File: src/rtl/pcl_pkg.sv
package pcl_pkg;
  typedef enum logic [1:0] {
    SRC_HOLD = 2'd0,
    SRC_ADV  = 2'd1,
    SRC_LOAD = 2'd2,
    SRC_LOWR = 2'd3
  } pc_src_e;
endpackage

File: src/rtl/pcl_rst_sync.sv
module pcl_rst_sync (
  input  logic clk,
  input  logic rst_n,
  output logic rst_sync_n
);
  logic [1:0] sync_q;

  always_ff @(posedge clk or negedge rst_n) begin
    if (!rst_n) sync_q <= 2'b00;
    else        sync_q <= {sync_q[0], 1'b1};
  end

  assign rst_sync_n = sync_q[1];
endmodule

File: src/rtl/pcl_latch.sv
module pcl_latch #(
  parameter int W = 8
) (
  input  logic         clk,
  input  logic         rst_n,
  input  logic         wr_en,
  input  logic [W-1:0] wr_data,
  input  logic         cap_en,
  input  logic [W-1:0] cap_data,
  output logic [W-1:0] q
);
  logic [W-1:0] d;
  logic         en;

  always_comb begin
    en = wr_en | cap_en;
    d  = wr_en ? wr_data : cap_data;
  end

  always_ff @(posedge clk or negedge rst_n) begin
    if (!rst_n)  q <= '0;
    else if (en) q <= d;
  end
endmodule

File: src/rtl/pcl_counter.sv
module pcl_counter
  import pcl_pkg::*;
#(
  parameter int ADDR_W = 21,
  parameter int BYTE_W = 8
) (
  input  logic                     clk,
  input  logic                     rst_n,
  input  logic                     adv,
  input  logic                     load,
  input  logic [ADDR_W-1:0]        target,
  input  logic                     lo_we,
  input  logic [BYTE_W-1:0]        lo_wdata,
  input  logic [ADDR_W-BYTE_W-1:0] upper_src,
  output logic [ADDR_W-1:0]        pc
);
  localparam int STEP = 2;

  pc_src_e           src;
  logic [ADDR_W-1:0] pc_d;
  logic              pc_en;

  always_comb begin
    if (lo_we)     src = SRC_LOWR;
    else if (load) src = SRC_LOAD;
    else if (adv)  src = SRC_ADV;
    else           src = SRC_HOLD;
  end

  always_comb begin
    pc_en = (src != SRC_HOLD);
    unique case (src)
      SRC_LOWR: pc_d = {upper_src, lo_wdata[BYTE_W-1:1], 1'b0};
      SRC_LOAD: pc_d = {target[ADDR_W-1:1], 1'b0};
      SRC_ADV:  pc_d = pc + ADDR_W'(STEP);
      default:  pc_d = pc;
    endcase
  end

  always_ff @(posedge clk or negedge rst_n) begin
    if (!rst_n)     pc <= '0;
    else if (pc_en) pc <= pc_d;
  end
endmodule

File: src/rtl/pcl_top.sv
module pcl_top #(
  parameter int ADDR_W = 21,
  parameter int BYTE_W = 8,
  localparam int MID_W = BYTE_W,
  localparam int TOP_W = ADDR_W - 2 * BYTE_W
) (
  input  logic              clk,
  input  logic              rst_n,
  input  logic              seq_adv,
  input  logic              seq_load,
  input  logic [ADDR_W-1:0] seq_target,
  input  logic [BYTE_W-1:0] sfr_wdata,
  input  logic              sfr_lo_we,
  input  logic              sfr_lo_re,
  input  logic              sfr_mid_we,
  input  logic              sfr_top_we,
  output logic [ADDR_W-1:0] pc_q,
  output logic [BYTE_W-1:0] sfr_lo_rdata,
  output logic [MID_W-1:0]  lat_mid_q,
  output logic [TOP_W-1:0]  lat_top_q
);
  logic rst_sync_n;

  pcl_rst_sync i_rst_sync (
    .clk        (clk),
    .rst_n      (rst_n),
    .rst_sync_n (rst_sync_n)
  );

  pcl_latch #(.W(MID_W)) i_lat_mid (
    .clk      (clk),
    .rst_n    (rst_sync_n),
    .wr_en    (sfr_mid_we),
    .wr_data  (sfr_wdata),
    .cap_en   (sfr_lo_re),
    .cap_data (pc_q[2*BYTE_W-1:BYTE_W]),
    .q        (lat_mid_q)
  );

  pcl_latch #(.W(TOP_W)) i_lat_top (
    .clk      (clk),
    .rst_n    (rst_sync_n),
    .wr_en    (sfr_top_we),
    .wr_data  (sfr_wdata[TOP_W-1:0]),
    .cap_en   (sfr_lo_re),
    .cap_data (pc_q[ADDR_W-1:2*BYTE_W]),
    .q        (lat_top_q)
  );

  pcl_counter #(.ADDR_W(ADDR_W), .BYTE_W(BYTE_W)) i_counter (
    .clk       (clk),
    .rst_n     (rst_sync_n),
    .adv       (seq_adv),
    .load      (seq_load),
    .target    (seq_target),
    .lo_we     (sfr_lo_we),
    .lo_wdata  (sfr_wdata),
    .upper_src ({lat_top_q, lat_mid_q}),
    .pc        (pc_q)
  );

  assign sfr_lo_rdata = pc_q[BYTE_W-1:0];
endmodule

File: config.mk
export PLATFORM = sky130hd
export DESIGN_NAME = pcl_top
export DESIGN_NICKNAME = d
export VERILOG_FILES = /design/src/rtl/pcl_pkg.sv /design/src/rtl/pcl_rst_sync.sv /design/src/rtl/pcl_latch.sv /design/src/rtl/pcl_counter.sv /design/src/rtl/pcl_top.sv
export SDC_FILE = /design/constraint.sdc
export NUM_CORES = 1
export LEC_CHECK = 0
export BUFFER_PORTS_ARGS = -buffer_cell sky130_fd_sc_hd__buf_2
export CORE_MARGIN = 2
export CORE_UTILIZATION = 52
export DETAILED_ROUTE_END_ITERATION = 16
export PLACE_DENSITY = 0.82
export SETUP_SLACK_MARGIN = 0.1
export SLEW_MARGIN = 10
export SYNTH_ARGS = -nofsm -noshare
export SYNTH_HDL_FRONTEND = slang
export SYNTH_SLANG_ARGS = --single-unit
File: constraint.sdc
create_clock -name clk -period 1.7 [get_ports clk]
set_clock_uncertainty 0.05 [all_clocks]
set_input_delay 0.34 -clock clk [delete_from_list [all_inputs] [get_ports clk]]
set_output_delay 0.34 -clock clk [all_outputs]
set_load 0.02 [all_outputs]
After elaboration in Yosys (flattened, before gate mapping)
Index checks and enable logic that the tools add are counted.
Cells by class
  add/subtract/negate cells: 1
  equality and inequality tests: 3
  multiplexer cells: 6
  bitwise gates (word level): 2
  reduce and logical (&&, ||, !) cells: 3
Operators by type and width (number)
  one-hot mux 21 bit (3 select lines): 1
  adder 21 x 2 -> 21 bit (second input constant): 1
  two-way mux 8 bit: 1
  two-way mux 5 bit: 1
  equality test 2 bit (second input constant): 2
  two-way mux 2 bit: 2
  nonzero test 3 bit: 1
  equality test 2 x 1 -> 1 bit (second input constant): 1
  OR 1 bit: 2
  AND reduction 2 bit: 1
  nonzero test 2 bit: 1
  two-way mux 1 bit: 1
Word-level totals
  register bits after elaboration: 36

Depth between registers and ports, before layout
Gate-level depths: netlist (run 1).
  depth in word-level cells: 6
  depth in mapped cells: 10
  mapped depth without buffers: 8

Cells and area by module
A second synthesis (run 1) with hierarchy kept.
Unflattened totals
  cells, all modules: 297
  area total of the unflattened synthesis: 2469.9 µm²
Modules (own cells, without submodules)
  pcl_counter: instances 1, cells an instance 230, area each 1747.9 µm², seq. area each 500.5 µm²
  pcl_latch (i_lat_mid): instances 1, cells an instance 34, area each 372.9 µm², seq. area each 200.2 µm²
  pcl_latch (i_lat_top): instances 1, cells an instance 22, area each 235.2 µm², seq. area each 125.1 µm²
  pcl_top: instances 1, cells an instance 8, area each 60.1 µm², seq. area each 0.0 µm²
  pcl_rst_sync: instances 1, cells an instance 3, area each 53.8 µm², seq. area each 50.0 µm²

Worst setup path after synthesis (run 1)
No wires, ideal clock.
  path type: reg-to-reg
  start point: register i_counter.pc[1]
  end point: register i_counter.pc[19]
  arrival time: 1.896 ns
  slack: -0.377 ns
  stages on the path, launching flop included: 7
  period minus slack after synthesis: 2.077 ns
  path through: dfrtp_1 ha_1 nand3_1 or4_1 buf_2 a22o_1 or3_1
Between the ends
  word-level cells in the longest chain between the ends: 2
Ends and longest elaborated chain
  from (decl): RTL line pcl_counter.sv:15  | output logic [ADDR_W-1:0] pc
  from (signal assigned): RTL line pcl_counter.sv:42  | else if (pc_en) pc <= pc_d;
  adder 21 x 2 -> 21 bit: RTL line pcl_counter.sv:35  | SRC_ADV: pc_d = pc + ADDR_W'(STEP);
  one-hot mux 21 bit (3 select lines): RTL line pcl_counter.sv:32  | unique case (src)
Every way passes these cells.
A chain may end at the register's enable or synchronous reset.

Final worst setup path (run 1)
  start point: register i_counter.pc[8]
  end point: register i_counter.pc[13]
The elaborated chain is that of the path after synthesis.

==> flow_summary.json, run 1 <==
{
  "layout_setup_ws_ns": -0.1354,
  "critPathSlowestCell": "or4_4",
  "die_area_um2": 5190,
  "async_flop_share": 1.000,
  "via_per_inst": 6.677,
  "ys_top_cells_by_area": "dfrtp_1 (36%), o21ai_0 (6.9%), mux2i_1 (5.8%)",
  "fin_crit_ns": 1.835,
  "synth_top_area_share": 0.3638,
  "timing.critical_path.buf_inv": 0,
  "setup_violations": 6,
  "cp_max_fo": 5,
  "dieHeight_um": 72.04,
  "leakage_nw": 1.685,
  "synth_cells": 293,
  "core_area_um2": 4414,
  "grt_max_degree": 34,
  "worstPathRequired_ns": 1.83,
  "start_util": 0.5454,
  "diodes": 0,
  "dr.pass1.iters": 7,
  "drc": 0,
  "nets": 462,
  "portBuffers": 75,
  "slowest_delay_ns": 0.59,
  "worst_setup_path_end_kind": "flip-flop",
  "synth.ff_latch_count": 35,
  "violations": "setup timing",
  "final.period_utilization": 1.080,
  "antenna_found_initial": 0,
  "fin_area_um2": 3719,
  "reg2reg_slack_ns": -0.14,
  "drt_iter0_drc": 479,
  "syn-cell-area_um2": 2407,
  "clockBufferDepth": 2,
  "synth_top_cell_by_area": "dfrtp_1",
  "cts.sinks": 35,
  "fmax_ghz": 0.5448,
  "clk_pin_slew_ns": 0.07,
  "cts_tree": "built",
  "crit_path_start_kind": "flip-flop",
  "wirelength_um": 10160,
  "num_rows": 24,
  "rsz0062_at_grt": "true",
  "ys_warn_count": 0,
  "grt_overflow": 0,
  "hold_viol": 0,
  "grt_first_pass_wirelength_um": 13250,
  "cp_top_family": "simple AND/OR/NAND/NOR gates",
  "yosysSeqAreaShare": 0.3638,
  "status": "complete, but fails checks",
  "drive_gt1_frac": 0.4858,
  "path_cells": "nand4_1 > or4_4 > o221a_2 > o22ai_1",
  "yosysUniqueCellTypes": 50,
  "synthFlopType": "dfrtp_1",
  "boundaryPins": 79,
  "p_per_area_nw_per_um2": 859.6,
  "antenna_left": 0,
  "gp_congestion": 0.8820,
  "placedInstanceArea_um2": 3227,
  "cap_violations": 0,
  "dp_hpwl_um": 5495,
  "syn_avg_cell_area_um2": 8.216,
  "crit_type": "reg -> reg",
  "root_buffer": "clkbuf_8",
  "peakVddDrop_v": 0.0005390,
  "die_w_um": 72.04,
  "synth_edf_count": 0,
  "cts_buffers": 5,
  "gr-usage-all-layers": 0.3307,
  "drv_slew": 0,
  "hold_path.class": "reg -> async",
  "ctsHtreeMaxLevel": 2,
  "syn_to_final_growth_pct": 54.47,
  "wl_per_cell_um": 21.43,
  "vias": 3165,
  "insertion_delay_ns": 0.29,
  "total_power_mw": 3.197,
  "grt_pass1_vias": 2759,
  "arrival_ns": 1.97
}
## worst paths after layout
path / startpoint / end / cells past startpoint
max in group asynchronous: i_rst_sync.sync_q[1]$_DFF_PN0_ / i_counter.pc[14]$_DFFE_PN0P_ / 1
worst min-delay path: i_rst_sync.sync_q[1]$_DFF_PN0_ / i_lat_mid.q[2]$_DFFE_PN0P_ / 1
worst max register to register: i_counter.pc[8]$_DFFE_PN0P_ / i_counter.pc[13]$_DFFE_PN0P_ / 4
worst min register to register: i_rst_sync.sync_q[1]$_DFF_PN0_ / i_lat_mid.q[2]$_DFFE_PN0P_ / 1
min in group clk: sfr_wdata[0] / i_lat_top.q[0]$_DFFE_PN0P_ / 3
worst max-delay path: i_counter.pc[8]$_DFFE_PN0P_ / i_counter.pc[13]$_DFFE_PN0P_ / 4
## metal layers
metal  wire length (µm)  vias up  GRT usage
met5                  0        -          0
met4                524        0     0.1426
met1               3766     1501     0.4305
met3               1099       56    0.05833
li1                   -     1317          -
met2               4766      291     0.5432
## synth_stat cells, types with 8 or more instances
library cell  count
dfrtp_1          35
nor2b_1           8
o21ai_0          33
a21oi_1          16
nand2_1          30
buf_4             9
nor2_1           11
nand3_1          16
inv_1            10
clkbuf_1         11
nor3_1           10
mux2i_1          14
## cells in the final DEF (no fill, tap or decap), types with 10 or more instances in the layout
cell / count
buf_6: 22
nand3_1: 12
dfrtp_2: 10
nand2_1: 30
buf_2: 74
a21oi_1: 15
o21ai_0: 24
mux2i_1: 14
buf_4: 51
dfrtp_1: 25
## area by class of cell
cell class | count | area (µm²)
Timing Repair Buffer | 150 | 1051
Clock inverter | 1 | 5.005
Fill cell | 240 | 695.7
Tap cell | 52 | 65.06
Inverter | 10 | 53.80
Clock buffer | 7 | 86.33
Sequential cell | 35 | 888.4
Multi-Input combinational cell | 219 | 1569
## flip-flops by register name, summed over array words and instances, names as in the netlist
name and flops:
i_lat_mid.q 8, i_rst_sync.sync_q 2, i_counter.pc 20, i_lat_top.q 5
## metrics by stage
step           TNS (ns)  setup WS [ns]  utilization  std cells  hold WS, ns
2_1_floorplan   -0.5330        -0.2114            -        294    -0.005591
3_3_place_gp     -3.999        -0.3587       0.7310        442      0.07536
3_5_place_dp     -4.998        -0.4384       0.7310        442      0.07644
4_1_cts        -0.05875       -0.03112       0.8022        464       0.2342
5_1_grt          -1.076        -0.1907       0.8424        474       0.2537
6_report        -0.5721        -0.1354       0.8424        474       0.2351
## cell families (layout without fill, tap and decap cells)
family,after synthesis,after routing,synth area share
adder cells (fa/ha/maj),4,4,0.02079
other,2,3,0.003120
AO/OA/AOI/OAI,85,85,0.2183
flip-flops,35,35,0.3638
multiplexers,15,15,0.06289
XOR/XNOR,5,5,0.01819
buffers and inverters,40,168,0.08004
AND/OR/NAND/NOR,107,107,0.2329
## timing repair
action	4_1_cts	5_1_grt
hold buffers	1	0
resized for setup	26	25
pin swaps	12	12
setup buffers	13	10
setup endpoints to repair	16	14
endpoints found under the hold margin	2	0
## power breakdown
group          switching, mW  internal, mW  leakage [nW]
clock network          0.316         0.327        0.0482
logic                  0.824         0.637          1.22
registers              0.133         0.959         0.420
total                   1.27          1.92          1.68
Power figures use the tool's default switching activity.
==> inputs of run 2 (changes only) <==
==> constraint.sdc (replaced) <==
create_clock -name clk -period 1.7 [get_ports clk]
set_clock_uncertainty 0.05 [all_clocks]
set_input_delay 0.17 -clock clk [delete_from_list [all_inputs] [get_ports clk]]
set_output_delay 0.17 -clock clk [all_outputs]
set_load 0.02 [all_outputs]
==> run 2 against run 1 <==
  * The flow still finishes with violations (setup timing)
  * Register-to-register slack gained 0.02 ns
  * Die area is the same
  * Sequential power is essentially flat
  * Core utilization shrank 3.7 points
  * Final cell count shrank 3.2%
  * Sequential share of layout area grew 1.2 points
  * Setup slack gained 0.024 ns
  * Critical path type unchanged
  * Critical endpoint is now i_counter.pc[19]$_DFFE_PN0P_
==> flow_summary.json, run 2 (synthesized netlist as in run 1, its figures left out) <==
{
  "gp_congestion": 0.8893,
  "cp_top_family": "simple AND/OR/NAND/NOR gates",
  "drc": 0,
  "rsz0062_at_grt": "true",
  "die_w_um": 72.04,
  "clk_pin_slew_ns": 0.08,
  "largest-register": "i_counter.pc",
  "fin_tns_setup_ns": -0.2114,
  "regArea_um2": 890.9,
  "crit_path_start_kind": "flip-flop",
  "layout_setup_ws_ns": -0.1113,
  "grt_pass1_vias": 2691,
  "root_buffer": "clkbuf_8",
  "clockBufferDepth": 2,
  "path_cells": "nand4_1 > or4_4 > a22o_1 > or3_1",
  "status": "complete, but fails checks",
  "multi_input_area_um2": 1545,
  "layoutNonFillerInstCount": 459,
  "dp.cells": 436,
  "vias": 2984,
  "wirelength_um": 9201,
  "layout_common_cells": "buf_2 (74), buf_4 (50), nand2_1 (30), o21ai_0 (28), dfrtp_1 (23)",
  "cp_max_fo": 5,
  "antenna_left": 0,
  "portBuffers": 75,
  "final_common_cell": "buf_2",
  "cap_violations": 0,
  "diodes": 0,
  "dp_hpwl_um": 5582,
  "violations": "setup timing",
  "start_util": 0.5454,
  "final.period_utilization": 1.065,
  "worst_setup_path_end_kind": "flip-flop",
  "die_area_um2": 5190,
  "syn_to_final_growth_pct": 47.71,
  "cts_buffers": 5,
  "critPathSlowestCell": "or4_4",
  "worstPathRequired_ns": 1.83,
  "place_ws_ns": -0.2825,
  "arrival_ns": 1.95,
  "hold_viol": 0,
  "largest_register_ffs": 20,
  "num_rows": 24,
  "fmax_ghz": 0.5521,
  "reg_top3": "i_counter.pc: 20 flops, i_lat_mid.q: 8 flops, i_lat_top.q: 5 flops",
  "core_area_um2": 4414,
  "ctsHtreeMaxLevel": 2,
  "fin_crit_ns": 1.811,
  "via_per_inst": 6.501,
  "grt_overflow": 0,
  "p_per_area_nw_per_um2": 945.6,
  "hold_path.class": "in -> reg",
  "dr.pass1.iters": 6,
  "grt_first_pass_wirelength_um": 13300,
  "crit_type": "reg -> reg",
  "drv_slew": 0,
  "cts_tree": "built",
  "wl_per_cell_um": 20.05,
  "grt_max_degree": 34,
  "gr-usage-all-layers": 0.3328,
  "drt_iter0_drc": 450,
  "peakVddDrop_v": 0.0005964,
  "setup_violations": 5,
  "slowest_delay_ns": 0.58,
  "dieHeight_um": 72.04,
  "antenna_found_initial": 0,
  "nFillCells": 275,
  "insertion_delay_ns": 0.30,
  "timing.critical_path.buf_inv": 0,
  "nets": 447,
  "leakage_nw": 1.632,
  "drive_gt1_frac": 0.4570,
  "cts.sinks": 35,
  "boundaryPins": 79
}
[run 2: changes by cell type in the layout (fill, tap and decap cells not counted), moves of 4 or more]
cell / before / now
buf_6: 22 / 10
nor3_2: 5 / 0
o21ai_1: 9 / 4
nor3_1: 5 / 9
o21ai_0: 24 / 28
[run 2: final timing paths]
check	start	end	slack, ns	depth (start not counted)
worst min register to register	i_rst_sync.sync_q[1]$_DFF_PN0_	i_counter.pc[16]$_DFFE_PN0P_	0.23	1
min in group asynchronous	rst_n	i_rst_sync.sync_q[1]$_DFF_PN0_	0.13	2
worst max-delay path	i_counter.pc[8]$_DFFE_PN0P_	i_counter.pc[19]$_DFFE_PN0P_	-0.11	4
worst min-delay path	sfr_wdata[0]	i_lat_top.q[0]$_DFFE_PN0P_	0.04	3
worst max register to register	i_counter.pc[8]$_DFFE_PN0P_	i_counter.pc[19]$_DFFE_PN0P_	-0.11	4
max in group asynchronous	i_rst_sync.sync_q[1]$_DFF_PN0_	i_counter.pc[3]$_DFFE_PN0P_	1.01	1
[run 2: what timing repair did]
action,in CTS,in global routing
setup endpoints to repair,9,13
endpoints found under the hold margin,2,0
buffers inserted,7,8
resized for setup,19,26
pin swaps,3,14
hold buffers,1,0
[run 2: area by class of cell]
type	count	share of cell area
multi-input cells	219	0.4346
clock inverters	3	0.01900
flip-flops and latches	35	0.2505
well taps	52	0.01830
clock buffers	5	0.01935
repair buffers	135	0.2442
inverters	10	0.01407
[run 2: metal layers]
layer,vias up,global-route usage,part of all wire
met2,254,0.5391,0.47
met3,56,0.06250,0.10
li1,1279,-,-
met4,0,0.1468,0.040
met5,-,0,0
met1,1395,0.4362,0.38
[run 2: worst register-to-register path, stage by stage, from the launching register on]
cell	delay [ns]
dfrtp_2	0.38
nand4_1	0.16
or4_4	0.58
a22o_1	0.22
or3_1	0.32
[run 2: through the flow]
stage	util	hold slack, ns	power (mW)	area (µm²)
5_1_grt	0.8056	0.06504	3.481	3556
2_1_floorplan	-	-0.1756	1.779	2519
3_3_place_gp	0.7041	-0.09520	2.180	3108
3_5_place_dp	0.7041	-0.09408	2.216	3108
6_report	0.8056	0.04489	3.362	3556
4_1_cts	0.7676	0.04171	3.180	3388
[run 2: where the power goes]
group | switching [mW] | total, mW | leakage (nW) | internal (mW)
combinational | 0.781 | 1.34 | 1.15 | 0.564
sequential | 0.128 | 1.09 | 0.417 | 0.960
clock | 0.344 | 0.930 | 0.0644 | 0.585
total | 1.25 | 3.36 | 1.63 | 2.11
==> inputs of run 3 (changes only) <==
--- a/config.mk
+++ b/config.mk
@@ -9,7 +9,7 @@
 export CORE_MARGIN = 2
 export CORE_UTILIZATION = 52
 export DETAILED_ROUTE_END_ITERATION = 16
-export PLACE_DENSITY = 0.82
+export PLACE_DENSITY_LB_ADDON = 0.08
 export SETUP_SLACK_MARGIN = 0.1
 export SLEW_MARGIN = 10
 export SYNTH_ARGS = -nofsm -noshare
==> run 3 against run 2 <==
  * Non-clock buffer count up 2
  * First-iteration DRC count down 51%
  * Critical endpoint unchanged
  * The run still ends with setup timing left
  * Sequential share of layout area up 0.49 points
  * Routed wire length down 16%
  * Power down 12%
  * Via count down 9.2%
  * Critical path type unchanged
  * Register-to-register slack better by 0.07 ns
==> flow_summary.json, run 3 (synthesized netlist as in run 1, its figures left out) <==
{
  "status": "complete, but fails checks",
  "violations": "setup timing",
  "start_util": 0.5454,
  "antenna_found_initial": 0,
  "leakage_nw": 1.590,
  "diodes": 0,
  "grt.met1_usage": 0.4239,
  "syn_to_final_growth_pct": 45.06,
  "crit_path_start_kind": "flip-flop",
  "total_power_mw": 2.945,
  "fin_area_um2": 3492,
  "nFillCells": 312,
  "die_area_um2": 5190,
  "peakVddDrop_v": 0.0005241,
  "clk_pin_slew_ns": 0.08,
  "clockBufferDepth": 2,
  "postLayoutCoreUtil": 0.7911,
  "hold_path.class": "in -> reg",
  "fin_tns_setup_ns": -0.05640,
  "grt_first_pass_wirelength_um": 12060,
  "met3_usage": 0.05556,
  "num_rows": 24,
  "worstPathRequired_ns": 1.82,
  "drive_gt1_frac": 0.4425,
  "hold_viol": 0,
  "drc": 0,
  "grt_pass1_vias": 2553,
  "portBuffers": 75,
  "drv_slew": 0,
  "grt_max_degree": 27,
  "via_per_inst": 5.876,
  "fin_crit_ns": 1.738,
  "reg_top3": "i_counter.pc: 20 flops, i_lat_mid.q: 8 flops, i_lat_top.q: 5 flops",
  "grt_overflow": 0,
  "dieHeight_um": 72.04,
  "crit_type": "reg -> reg",
  "cp_max_fo": 4,
  "cts.sinks": 35,
  "dr.pass1.iters": 5,
  "cts_tree": "built",
  "setup_violations": 2,
  "top_usage_layer": "met2",
  "fmax_ghz": 0.5754,
  "dp_hpwl_um": 5551,
  "vias": 2709,
  "root_buffer": "clkbuf_8",
  "insertion_delay_ns": 0.29,
  "wirelength_um": 7722,
  "boundaryPins": 79,
  "wl_per_cell_um": 16.75,
  "die_w_um": 72.04,
  "nets": 449,
  "arrival_ns": 1.85,
  "layout_setup_ws_ns": -0.03797,
  "core_area_um2": 4414,
  "grtUsageMet2": 0.4527,
  "ctsHtreeMaxLevel": 2,
  "final.period_utilization": 1.022,
  "placedInstanceArea_um2": 3178,
  "p_per_area_nw_per_um2": 843.3,
  "largest_register_ffs": 20,
  "gp_congestion": 0.9544,
  "drt_iter0_drc": 220,
  "gr-usage-all-layers": 0.2978,
  "cap_violations": 0,
  "largest-register": "i_counter.pc",
  "rsz0062_at_grt": "true",
  "antenna_left": 0,
  "final_common_cell": "buf_2",
  "worst_setup_path_end_kind": "flip-flop",
  "cts_buffers": 5,
  "layout_common_cells": "buf_2 (75), buf_4 (48), o21ai_0 (30), nand2_1 (30), dfrtp_1 (22)"
}
-- run 3: cell count changes in the layout (fill, tap and decap cells not counted), moves of 2 or more --
| cell | change |
|---|---|
| clkbuf_1 | +3 |
| bufinv_16 | -2 |
| buf_12 | +2 |
| buf_4 | -2 |
| o21ai_0 | +2 |
-- run 3: layout make-up --
type | count | area, µm² | share of cell area
Multi-Input combinational cell | 219 | 1499 | 0.4292
Timing Repair Buffer | 137 | 905.9 | 0.2594
Sequential cell | 35 | 892.1 | 0.2555
Clock buffer | 8 | 80.08 | 0.02293
Tap cell | 52 | 65.06 | 0.01863
Inverter | 10 | 50.05 | 0.01433
-- run 3: where the power goes --
part           internal (mW)  leakage, nW  switching (mW)
registers              0.962        0.416           0.125
clock network          0.291       0.0395           0.301
logic                  0.561         1.13           0.705
total                   1.81         1.59            1.13
-- run 3: worst paths after layout --
kind	startpoint	endpoint	slack [ns]	cells past startpoint
max in group asynchronous	i_rst_sync.sync_q[1]$_DFF_PN0_	i_counter.pc[13]$_DFFE_PN0P_	0.98	1
setup reg to reg	i_counter.pc[2]$_DFFE_PN0P_	i_counter.pc[19]$_DFFE_PN0P_	-0.04	5
hold reg to reg	i_rst_sync.sync_q[1]$_DFF_PN0_	i_counter.pc[3]$_DFFE_PN0P_	0.12	0
min in group asynchronous	i_rst_sync.sync_q[1]$_DFF_PN0_	i_counter.pc[3]$_DFFE_PN0P_	0.12	0
hold / removal	sfr_wdata[7]	i_lat_mid.q[7]$_DFFE_PN0P_	0.05	3
setup / recovery	i_counter.pc[2]$_DFFE_PN0P_	i_counter.pc[19]$_DFFE_PN0P_	-0.04	5
-- run 3: metal layers --
| layer | vias up | wire length, µm |
|---|---|---|
| li1 | 1284 | - |
| met1 | 1317 | 3434 |
| met2 | 96 | 3636 |
| met3 | 12 | 519 |
| met4 | 0 | 131 |
| met5 | - | 0 |
-- run 3: what timing repair did --
item                                    in CTS  in global routing
gates cloned                                 0                  1
hold endpoints to repair                     2                  0
endpoints found under the setup margin       9                 13
pin swaps                                    3                  9
hold buffers                                 1                  0
resized for setup                            7                 29
buffers inserted                             1                  8
-- run 3: critical path, cell delays in order (launching register included) --
cell and delay, ns:
dfrtp_2 0.39, ha_4 0.16, nand3_4 0.07, or4_4 0.46
a22o_1 0.20, or3_1 0.30
-- run 3: per-stage QoR --
step / std cells / hold slack (ns) / setup slack, ns
2_1_floorplan: 294 / -0.1756 / -0.2114
3_3_place_gp: 442 / -0.09480 / -0.1866
3_5_place_dp: 442 / -0.09155 / -0.2341
4_1_cts: 452 / 0.04752 / -0.02771
5_1_grt: 461 / 0.08053 / -0.06897
6_report: 461 / 0.04963 / -0.03797
